## config.mk

```make
export PLATFORM = sky130hd
export DESIGN_NAME = wdog_prescaled
export DESIGN_NICKNAME = d
export VERILOG_FILES = /design/src/rtl/wdog_pkg.sv /design/src/rtl/wdog_tick_src.sv /design/src/rtl/wdog_sel_reg.sv /design/src/rtl/wdog_chain.sv /design/src/rtl/wdog_prescaled.sv
export SDC_FILE = /design/constraint.sdc
export NUM_CORES = 1
export LEC_CHECK = 0
export CAP_MARGIN = 20
export CELL_PAD_IN_SITES_DETAIL_PLACEMENT = 1
export CELL_PAD_IN_SITES_GLOBAL_PLACEMENT = 2
export CORE_UTILIZATION = 37
export CTS_BUF_LIST = sky130_fd_sc_hd__clkbuf_4 sky130_fd_sc_hd__clkbuf_8 sky130_fd_sc_hd__clkbuf_16
export CTS_CLUSTER_DIAMETER = 150
export DETAILED_ROUTE_END_ITERATION = 7
export DONT_BUFFER_PORTS = 1
export PLACE_DENSITY = 0.83
export SLEW_MARGIN = 20
export SYNTH_ARGS = -nofsm -noshare
export SYNTH_HDL_FRONTEND = slang
export SYNTH_SLANG_ARGS = --single-unit
```

## constraint.sdc

```tcl
create_clock -name clk -period 4.62 [get_ports clk]
set_clock_uncertainty 0.15 [all_clocks]
set_input_delay 0.693 -clock clk [delete_from_list [all_inputs] [get_ports clk]]
set_output_delay 0.693 -clock clk [all_outputs]
set_load 0.02 [all_outputs]
```

## src/rtl/wdog_pkg.sv

```systemverilog
package wdog_pkg;
  localparam int WD_SEL_W      = 3;
  localparam int WD_DIV_STAGES = 8;
  localparam int WD_INSTR_DIV  = 4;
  localparam int WD_REG_W      = 8;

  typedef enum logic {
    WD_SRC_INSTR = 1'b0,
    WD_SRC_RC    = 1'b1
  } wd_src_e;
endpackage

```

## src/rtl/wdog_tick_src.sv

```systemverilog
module wdog_tick_src
  import wdog_pkg::*;
#(
  parameter int INSTR_DIV = WD_INSTR_DIV
) (
  input  logic clk,
  input  logic rst_n,
  input  logic en_i,
  input  logic src_rc_i,
  input  logic rc_tick_i,
  input  logic halt_i,
  output logic tick_o
);
  localparam int PH_W = (INSTR_DIV > 1) ? $clog2(INSTR_DIV) : 1;
  localparam logic [PH_W-1:0] PH_LAST = PH_W'(INSTR_DIV - 1);

  wd_src_e          src;
  logic [PH_W-1:0]  phase_q;
  logic             instr_tick;

  assign src = wd_src_e'(src_rc_i);

  // instruction clock phase: frozen while halted
  always_ff @(posedge clk) begin
    if (!rst_n || !en_i) begin
      phase_q <= '0;
    end else if (!halt_i) begin
      phase_q <= (phase_q == PH_LAST) ? '0 : phase_q + PH_W'(1);
    end
  end

  assign instr_tick = !halt_i && (phase_q == PH_LAST);

  always_comb begin
    unique case (src)
      WD_SRC_RC:    tick_o = en_i && rc_tick_i;
      default:      tick_o = en_i && instr_tick;
    endcase
  end

  // no instruction tick is produced while halted
  p_halt_stops_r5: assert property (@(posedge clk) disable iff (!rst_n)
    (!src_rc_i && halt_i) |-> !tick_o);

  // instruction ticks never come on back-to-back cycles
  p_instr_spacing_r1: assert property (@(posedge clk) disable iff (!rst_n)
    (!src_rc_i && tick_o) |=> !tick_o);
endmodule

```

## src/rtl/wdog_sel_reg.sv

```systemverilog
module wdog_sel_reg
  import wdog_pkg::*;
#(
  parameter int               SEL_W     = WD_SEL_W,
  parameter int               REG_W     = WD_REG_W,
  parameter logic [SEL_W-1:0] SEL_RESET = '1
) (
  input  logic             clk,
  input  logic             rst_n,
  input  logic             en_i,
  input  logic             wr_i,
  input  logic [REG_W-1:0] wdata_i,
  output logic [SEL_W-1:0] sel_o,
  output logic [REG_W-1:0] rdata_o
);
  localparam int FLAG_W = REG_W - SEL_W;
  localparam logic [FLAG_W-1:0] FLAG_VAL = FLAG_W'(1) << (FLAG_W - 1);

  logic [SEL_W-1:0] sel_q;

  always_ff @(posedge clk) begin
    if (!rst_n) begin
      sel_q <= SEL_RESET;
    end else if (en_i && wr_i) begin
      sel_q <= wdata_i[SEL_W-1:0];
    end
  end

  assign sel_o   = sel_q;
  assign rdata_o = {FLAG_VAL, sel_q};

  // writes while disabled leave the field alone
  p_write_ignored_r7: assert property (@(posedge clk) disable iff (!rst_n)
    (!en_i && wr_i) |=> $stable(sel_q));

  // an enabled write lands in the field
  p_write_lands_r8: assert property (@(posedge clk) disable iff (!rst_n)
    (en_i && wr_i) |=> (sel_q == $past(wdata_i[SEL_W-1:0])));
endmodule

```

## src/rtl/wdog_chain.sv

```systemverilog
module wdog_chain
  import wdog_pkg::*;
#(
  parameter int DIV_STAGES = WD_DIV_STAGES,
  parameter int SEL_W      = WD_SEL_W
) (
  input  logic             clk,
  input  logic             rst_n,
  input  logic             en_i,
  input  logic             tick_i,
  input  logic             clr_i,
  input  logic [SEL_W-1:0] sel_i,
  output logic             timeout_o
);
  localparam int TAPS     = 1 << SEL_W;
  localparam int PRE_BITS = TAPS - 1;

  logic [DIV_STAGES-1:0] div_q;
  logic [PRE_BITS-1:0]   pre_q;
  logic [TAPS-1:0]       full;
  logic                  match;
  logic                  to_q;

  // full[k]: divider and prescaler stages below tap k are all ones
  assign full[0] = &div_q;
  for (genvar k = 1; k < TAPS; k++) begin : g_tap
    assign full[k] = full[k-1] & pre_q[k-1];
  end

  assign match = full[sel_i];

  always_ff @(posedge clk) begin
    if (!rst_n || !en_i) begin
      div_q <= '0;
      pre_q <= '0;
      to_q  <= 1'b0;
    end else if (clr_i) begin
      div_q <= '0;
      pre_q <= '0;
      to_q  <= 1'b0;
    end else if (tick_i && match) begin
      div_q <= '0;
      pre_q <= '0;
      to_q  <= 1'b1;
    end else begin
      to_q <= 1'b0;
      if (tick_i) begin
        div_q <= div_q + DIV_STAGES'(1);
        if (&div_q) pre_q <= pre_q + PRE_BITS'(1);
      end
    end
  end

  assign timeout_o = to_q;

  // clear zeroes both stages
  p_clear_zero_r4: assert property (@(posedge clk) disable iff (!rst_n)
    (en_i && clr_i) |=> (div_q == '0 && pre_q == '0 && !to_q));

  // the counters restart after a time-out
  p_restart_r3: assert property (@(posedge clk) disable iff (!rst_n)
    to_q |-> (div_q == '0 && pre_q == '0));

  // without a tick the counters hold
  p_hold_no_tick_r2: assert property (@(posedge clk) disable iff (!rst_n)
    (en_i && !tick_i && !clr_i) |=> ($stable(div_q) && $stable(pre_q)));

  // disabled means no time-out
  p_quiet_disabled_r7: assert property (@(posedge clk) disable iff (!rst_n)
    !en_i |=> !to_q);
endmodule

```

## src/rtl/wdog_prescaled.sv

```systemverilog
module wdog_prescaled
  import wdog_pkg::*;
#(
  parameter int                  DIV_STAGES = WD_DIV_STAGES,
  parameter int                  SEL_W      = WD_SEL_W,
  parameter int                  REG_W      = WD_REG_W,
  parameter int                  INSTR_DIV  = WD_INSTR_DIV,
  parameter logic [SEL_W-1:0]    SEL_RESET  = '1
) (
  input  logic             clk,
  input  logic             rst_n,
  input  logic             cfg_enable_i,
  input  logic             cfg_src_rc_i,
  input  logic             rc_tick_i,
  input  logic             halt_i,
  input  logic             clr_i,
  input  logic             sel_wr_i,
  input  logic [REG_W-1:0] sel_wdata_i,
  output logic [REG_W-1:0] sel_rdata_o,
  output logic             timeout_o
);
  logic             tick;
  logic [SEL_W-1:0] sel;

  wdog_tick_src #(.INSTR_DIV(INSTR_DIV)) u_tick (
    .clk       (clk),
    .rst_n     (rst_n),
    .en_i      (cfg_enable_i),
    .src_rc_i  (cfg_src_rc_i),
    .rc_tick_i (rc_tick_i),
    .halt_i    (halt_i),
    .tick_o    (tick)
  );

  wdog_sel_reg #(.SEL_W(SEL_W), .REG_W(REG_W), .SEL_RESET(SEL_RESET)) u_sel (
    .clk     (clk),
    .rst_n   (rst_n),
    .en_i    (cfg_enable_i),
    .wr_i    (sel_wr_i),
    .wdata_i (sel_wdata_i),
    .sel_o   (sel),
    .rdata_o (sel_rdata_o)
  );

  wdog_chain #(.DIV_STAGES(DIV_STAGES), .SEL_W(SEL_W)) u_chain (
    .clk       (clk),
    .rst_n     (rst_n),
    .en_i      (cfg_enable_i),
    .tick_i    (tick),
    .clr_i     (clr_i),
    .sel_i     (sel),
    .timeout_o (timeout_o)
  );

  // the time-out is a single-cycle pulse
  p_single_pulse_r3: assert property (@(posedge clk) disable iff (!rst_n)
    timeout_o |=> !timeout_o);

  // a clear is never followed by a pulse on the next cycle
  p_clear_quiet_r4: assert property (@(posedge clk) disable iff (!rst_n)
    (cfg_enable_i && clr_i) |=> !timeout_o);
endmodule

```

==> results.tsv, run 1 <==
stage	metric	value	unit
detailed_routing	drtPass1Iterations	4	
clock_tree	clk_latency	0.32	ns
worst_hold_path	worstHoldStart	rst_n	
cells_and_area	fin_nets	156	
floorplanning	die_y	56.09	um
floorplanning	boundaryPins	25	
clock_tree	root_buffer	clkbuf_4	
setup_path	r2r_slack	2.40	ns
worst_hold_path	hold_depth	1	
setup_path	timing.rr.end	u_chain.div_q[0]$_SDFFE_PP0P_	
sta	finalCritPeriodShare	47.99	%
placed_design	dpl.hpwl	1.755	mm
power	p_per_area	267.6	nW/um^2
placed_design	gp_congestion	0.7450	
sta	whs	0.2915	ns
synthesis	synth_cell_types	33	
synthesis	yosysTopAreaCell	dfxtp_1	
power	leakagePower	0.0003832	uW
sta	fmax	451.0	MHz
grt	antenna_found_initial	0	
setup_path	startpoint	u_chain.pre_q[2]$_SDFFE_PP0P_	
grt	grt_overflow	0	
sta	slew_violations	0	
synthesis	syn_inst	137	
clock_tree	cts_tree	yes	
synthesis	yosys_warnings	0	
power	irDropWorstVdd	0.2080	mV
synthesis	netlist_top_cells_area	dfxtp_1, nand2_1, nand3_1	
synthesis	synth_ff_type	dfxtp_1	
sta	fin_tns_setup	0	ns
grt	first_global_vias	924	
placed_design	io_buffers	0	
grt	track_usage	16.81	%
detailed_routing	dr.first_iter.drc_count	28	
grt	grt_pass1_wl	4.153	mm
synthesis	ys_seq_elements	21	
run	cap_violations	0	
setup_path	cp_max_fo	12	
synthesis	async_flop_share	0	%
cells_and_area	synthToLayoutAreaGrowth	2.312	%
setup_path	end_kind	register	
worst_hold_path	hold_end	u_sel.sel_o[0]$_SDFFE_PN1P_	
setup_path	critical_path_class	register to register	
floorplanning	die_x	56.09	um
detailed_routing	drc_errors	0	
cells_and_area	num_antenna_cells	0	
clock_tree	clk_pin_slew	0.14	ns
setup_path	startpoint_type	register	
floorplanning	dieArea	3146	um^2
cells_and_area	drive_above_1_share	5.882	%
clock_tree	cts.htree.levels	1	
clock_tree	post-cts-setup-buffers	0	
sta	rsz0062_at_grt	no	
floorplanning	start_util	39.25	%
synthesis	synth_edf_count	0	
detailed_routing	viasPerCell	5.383	
clock_tree	hold_buffers	0	
sta	fin_crit	2.217	ns
sta	hold_viol	0	
detailed_routing	vias	899	
synthesis	synth_top_area_share	38.84	%
clock_tree	cts.sinks	21	
detailed_routing	wirelength	2.328	mm
detailed_routing	ant_nets	0	
grt	grt_max_degree	17	
clock_tree	ctsResizeCount	0	
setup_path	arrival	2.26	ns
setup_path	reg2reg_from	u_chain.pre_q[2]$_SDFFE_PP0P_	
floorplanning	core	2758	um^2
synthesis	synth_area	1082	um^2
clock_tree	cts_made_buffers	3	
sta	setup_viol	0	
detailed_routing	drt-wirelength-per-cell	13.94	um
worst_hold_path	hp-class	primary input to register	
floorplanning	row_count	19	
clock_tree	cts_buffer_depth	2	
synthesis	avgSynthCellArea	7.900	um^2
synthesis	ys_seq_area_share	38.84	%
run_status	status	completed	
setup_path	reg2regPathDepth	5	
setup_path	worstPathRequired	4.66	ns
[kinds of logic after synthesis]
kind of cell	synth area share, %
AO/OA/AOI/OAI	11.91
other	0.6939
multiplexers	1.850
AND/OR/NAND/NOR	29.94
adder cells (fa/ha/maj)	3.469
XOR/XNOR	5.665
flip-flops	38.84
buffers and inverters	7.630
[sequential cells by signal, indices dropped and copies added (netlist names)]
register	count
u_chain.timeout_o	1
u_chain.pre_q	7
u_sel.sel_o	3
u_chain.div_q	8
u_tick.phase_q	2
[synthesized netlist by cell type (all sizes together) (3+ instances only)]
master	count
a21oi	5
a31oi	3
buf	6
clkbuf	3
dfxtp	21
ha	3
inv	6
nand2	21
nand3	12
nor2	15
nor3	7
o21ai	3
xnor2	6
[placed cells by master (no fill, tap or decap), types with 3 or more instances in the layout]
master	n
clkbuf_4	3
inv_1	6
conb_1	5
nor3_1	6
ha_1	3
o21ai_0	3
xnor2_1	6
a31oi_1	3
a21oi_1	5
nor2_1	15
nand2_1	21
nand3_1	12
dfxtp_1	21
[critical path, stage by stage, from the launching register on]
cell	delay [ns]
dfxtp_1	0.47
nand4_1	0.20
o31a_1	0.32
a221o_1	0.51
o21bai_2	0.35
nor2_1	0.09
[through the flow]
stage / util (%) / area [um^2] / total power [uW] / setup slack [ns] / instances
floorplan: - / 1094 / 208.7 / 2.540 / 140
global placement: 39.16 / 1080 / 206.6 / 2.489 / 163
finish: 40.15 / 1107 / 296.3 / 2.403 / 167
global route: 40.15 / 1107 / 311.8 / 2.240 / 167
CTS: 40.15 / 1107 / 304.1 / 2.394 / 167
detailed placement: 39.16 / 1080 / 207.5 / 2.433 / 163
[per-layer routing]
metal | vias up | routed length, um | GRT usage, %
met3 | 2 | 51 | 5.116
li1 | 463 | - | -
met1 | 426 | 1080 | 19.08
met4 | 0 | 18 | 4.181
met2 | 8 | 1177 | 30.44
met5 | - | 0 | 0
[final cells by class]
cell class	instances	area, um^2
clock buffers	3	22.52
clock inverters	1	5.005
fillers	350	1650
inverters	6	22.52
multi-input cells	104	590.6
flip-flops and latches	21	420.4
well taps	31	38.79
repair buffers	1	7.507
[power by group]
| part | switching (uW) | internal (uW) | total, uW |
|---|---|---|---|
| logic | 10.1 | 4.81 | 14.9 |
| registers | 4.97 | 183 | 188 |
| clock network | 60.6 | 32.3 | 93.0 |
| total | 75.7 | 221 | 296 |
[worst max-delay path by stage]
stage                                         end  slack, ns  cells past startpoint
floorplan           u_chain.pre_q[1]$_SDFFE_PP0P_       2.54                      6
global placement    u_chain.div_q[0]$_SDFFE_PP0P_       2.49                      5
detailed placement  u_chain.div_q[0]$_SDFFE_PP0P_       2.43                      5
CTS                 u_chain.div_q[0]$_SDFFE_PP0P_       2.39                      5
global route        u_chain.div_q[4]$_SDFFE_PP0P_       2.24                      5
finish              u_chain.div_q[0]$_SDFFE_PP0P_       2.40                      5
No activity file was read; power rests on OpenSTA's default activity.
==> inputs of run 2 (changes only) <==
--- a/config.mk
+++ b/config.mk
@@ -8,12 +8,12 @@
 export CAP_MARGIN = 20
 export CELL_PAD_IN_SITES_DETAIL_PLACEMENT = 1
 export CELL_PAD_IN_SITES_GLOBAL_PLACEMENT = 2
-export CORE_UTILIZATION = 37
+export CORE_UTILIZATION = 31
 export CTS_BUF_LIST = sky130_fd_sc_hd__clkbuf_4 sky130_fd_sc_hd__clkbuf_8 sky130_fd_sc_hd__clkbuf_16
 export CTS_CLUSTER_DIAMETER = 150
 export DETAILED_ROUTE_END_ITERATION = 7
 export DONT_BUFFER_PORTS = 1
-export PLACE_DENSITY = 0.83
+export PLACE_DENSITY = 0.74
 export SLEW_MARGIN = 20
 export SYNTH_ARGS = -nofsm -noshare
 export SYNTH_HDL_FRONTEND = slang
==> constraint.sdc (replaced) <==
create_clock -name clk -period 1.9 [get_ports clk]
set_clock_uncertainty 0.15 [all_clocks]
set_input_delay 0.285 -clock clk [delete_from_list [all_inputs] [get_ports clk]]
set_output_delay 0.285 -clock clk [all_outputs]
set_load 0.02 [all_outputs]
==> results.tsv, run 2 (synthesis gave the netlist of run 1 again) <==
stage	metric	value	unit
run_status	status	completed	
cells_and_area	largest_register	u_chain.div_q	
setup_path	reg2reg_from	u_chain.pre_q[3]$_SDFFE_PP0P_	
placed_design	dpl.hpwl	1.902	mm
sta	fmax	544.3	MHz
power	leakagePower	0.0005134	uW
clock_tree	cts_made_buffers	3	
detailed_routing	drt-wirelength-per-cell	13.36	um
grt	grt_pass1_wl	4.236	mm
sta	finalCritPeriodShare	96.69	%
setup_path	arrival	1.90	ns
cells_and_area	num_antenna_cells	0	
clock_tree	clk_latency	0.32	ns
power	p_per_area	547.8	nW/um^2
worst_hold_path	hp-class	primary input to register	
power	power.switching	192.7	uW
power	netSwitchingFraction	25.23	%
clock_tree	cts_buffer_depth	2	
detailed_routing	drc_errors	0	
cells_and_area	drive_above_1_share	20.37	%
cells_and_area	synthToLayoutAreaGrowth	28.79	%
worst_hold_path	hold_depth	3	
clock_tree	cts_tree	yes	
sta	fin_tns_setup	0	ns
floorplanning	die_y	61.09	um
floorplanning	core	3337	um^2
grt	grt_max_degree	17	
power	power	763.5	uW
floorplanning	dieArea	3731	um^2
power	pwr-share-seq	58.9	%
setup_path	timing.rr.end	u_chain.pre_q[2]$_SDFFE_PP0P_	
cells_and_area	fin_cells	208	
detailed_routing	dr.first_iter.drc_count	32	
placed_design	gp_congestion	0.7404	
setup_path	startpoint_type	register	
setup_path	r2r_slack	0.06	ns
grt	antenna_found_initial	0	
clock_tree	root_buffer	clkbuf_4	
clock_tree	cts.sinks	21	
detailed_routing	wirelength	2.779	mm
clock_tree	cts.htree.levels	1	
floorplanning	boundaryPins	25	
power	irDropWorstVdd	0.2959	mV
clock_tree	clk_pin_slew	0.13	ns
setup_path	end_kind	register	
setup_path	startpoint	u_chain.pre_q[3]$_SDFFE_PP0P_	
sta	setup_viol	0	
cells_and_area	post-route-cell-area	1394	um^2
placed_design	dp_cells	190	
setup_path	reg2regPathDepth	6	
sta	slew_violations	0	
power	power_frac_comb	8.8	%
cells_and_area	mostFrequentLayoutCells	nand2_1, buf_4, dfxtp_1, nor2_1, nand3_1	
detailed_routing	viasPerCell	4.889	
placed_design	io_buffers	0	
setup_path	worstPathRequired	1.97	ns
detailed_routing	drtPass1Iterations	2	
setup_path	cp_max_fo	7	
grt	grt_overflow	0	
placed_design	placed_area	1189	um^2
floorplanning	start_util	32.43	%
cells_and_area	largest_reg_flops	8	
cells_and_area	final_common_cell	nand2_1	
sta	fin_crit	1.837	ns
floorplanning	row_count	21	
grt	track_usage	15.77	%
floorplanning	die_x	61.09	um
cells_and_area	fin_nets	182	
detailed_routing	ant_nets	0	
power	p_int	570.8	uW
run	cap_violations	0	
detailed_routing	vias	1017	
setup_path	critical_path_class	register to register	
power	p_clk_share	32.3	%
setup_path	crit_end	u_chain.pre_q[2]$_SDFFE_PP0P_	
sta	hold_viol	0	
grt	first_global_vias	951	
sta	whs	0.05462	ns
-- run 2: changes by cell type in the layout (fill, tap and decap cells not counted), moves of 2 or more --
cell / previous run / this run
buf_4: 1 / 16
dlygate4sd3_1: 0 / 9
dfxtp_1: 21 / 16
dfxtp_2: 0 / 4
buf_6: 0 / 2
nor4_1: 2 / 0
nor4_2: 0 / 2
-- run 2: layout make-up --
type                       count  area [um^2]
timing repair buffer          27        232.7
sequential                    21        429.2
tap                           46        57.56
fill                         432         1943
inverter                       6        22.52
clock buffer                   4        30.03
multi-input combinational    104        621.8
-- run 2: power groups by stage --
stage               Combinational, uW  Sequential [uW]  Clock, uW
finish                           67.2              450        247
global route                     74.9              450        271
CTS                              66.1              451        262
detailed placement               50.2              461          0
global placement                 48.9              460          0
floorplan                        41.4              466          0
-- run 2: critical path, cell delays in order, from the launching register on --
cell and delay [ns]:
dfxtp_2 0.38, nand4_1 0.14, o31a_1 0.30, a221o_1 0.43, buf_6 0.17, o21ai_0 0.07
a21oi_1 0.09
-- run 2: worst min-delay path by stage --
stage | to | startpoint
finish | u_sel.sel_o[0]$_SDFFE_PN1P_ | cfg_enable_i
global route | u_sel.sel_o[0]$_SDFFE_PN1P_ | cfg_enable_i
CTS | u_sel.sel_o[0]$_SDFFE_PN1P_ | cfg_enable_i
detailed placement | u_sel.sel_o[1]$_SDFFE_PN1P_ | rst_n
global placement | u_sel.sel_o[2]$_SDFFE_PN1P_ | rst_n
floorplan | u_sel.sel_o[0]$_SDFFE_PN1P_ | rst_n
-- run 2: routing by layer --
layer	part of all wire (%)	track usage, %	vias up	wire, um
met1	41	17.49	488	1148
met5	0	0	-	0
met2	54	27.95	13	1496
li1	-	-	510	-
met3	3.2	4.832	6	90
met4	1.6	6.494	0	44
-- run 2: through the flow --
step	setup WS, ns	utilization (%)
after detailed placement	-0.06455	35.62
after global placement	0.03298	35.62
final	0.06282	41.77
after CTS	0.009162	39.63
after global routing	-0.02773	41.77
after floorplan	0.04024	-
-- run 2: timing repair --
item	CTS	global route
cloned	0	0
setup buffers	0	5
hold buffers	9	0
hold endpoints to repair	5	0
pin swaps	0	2
resized for setup	3	10
setup endpoints to repair	11	13
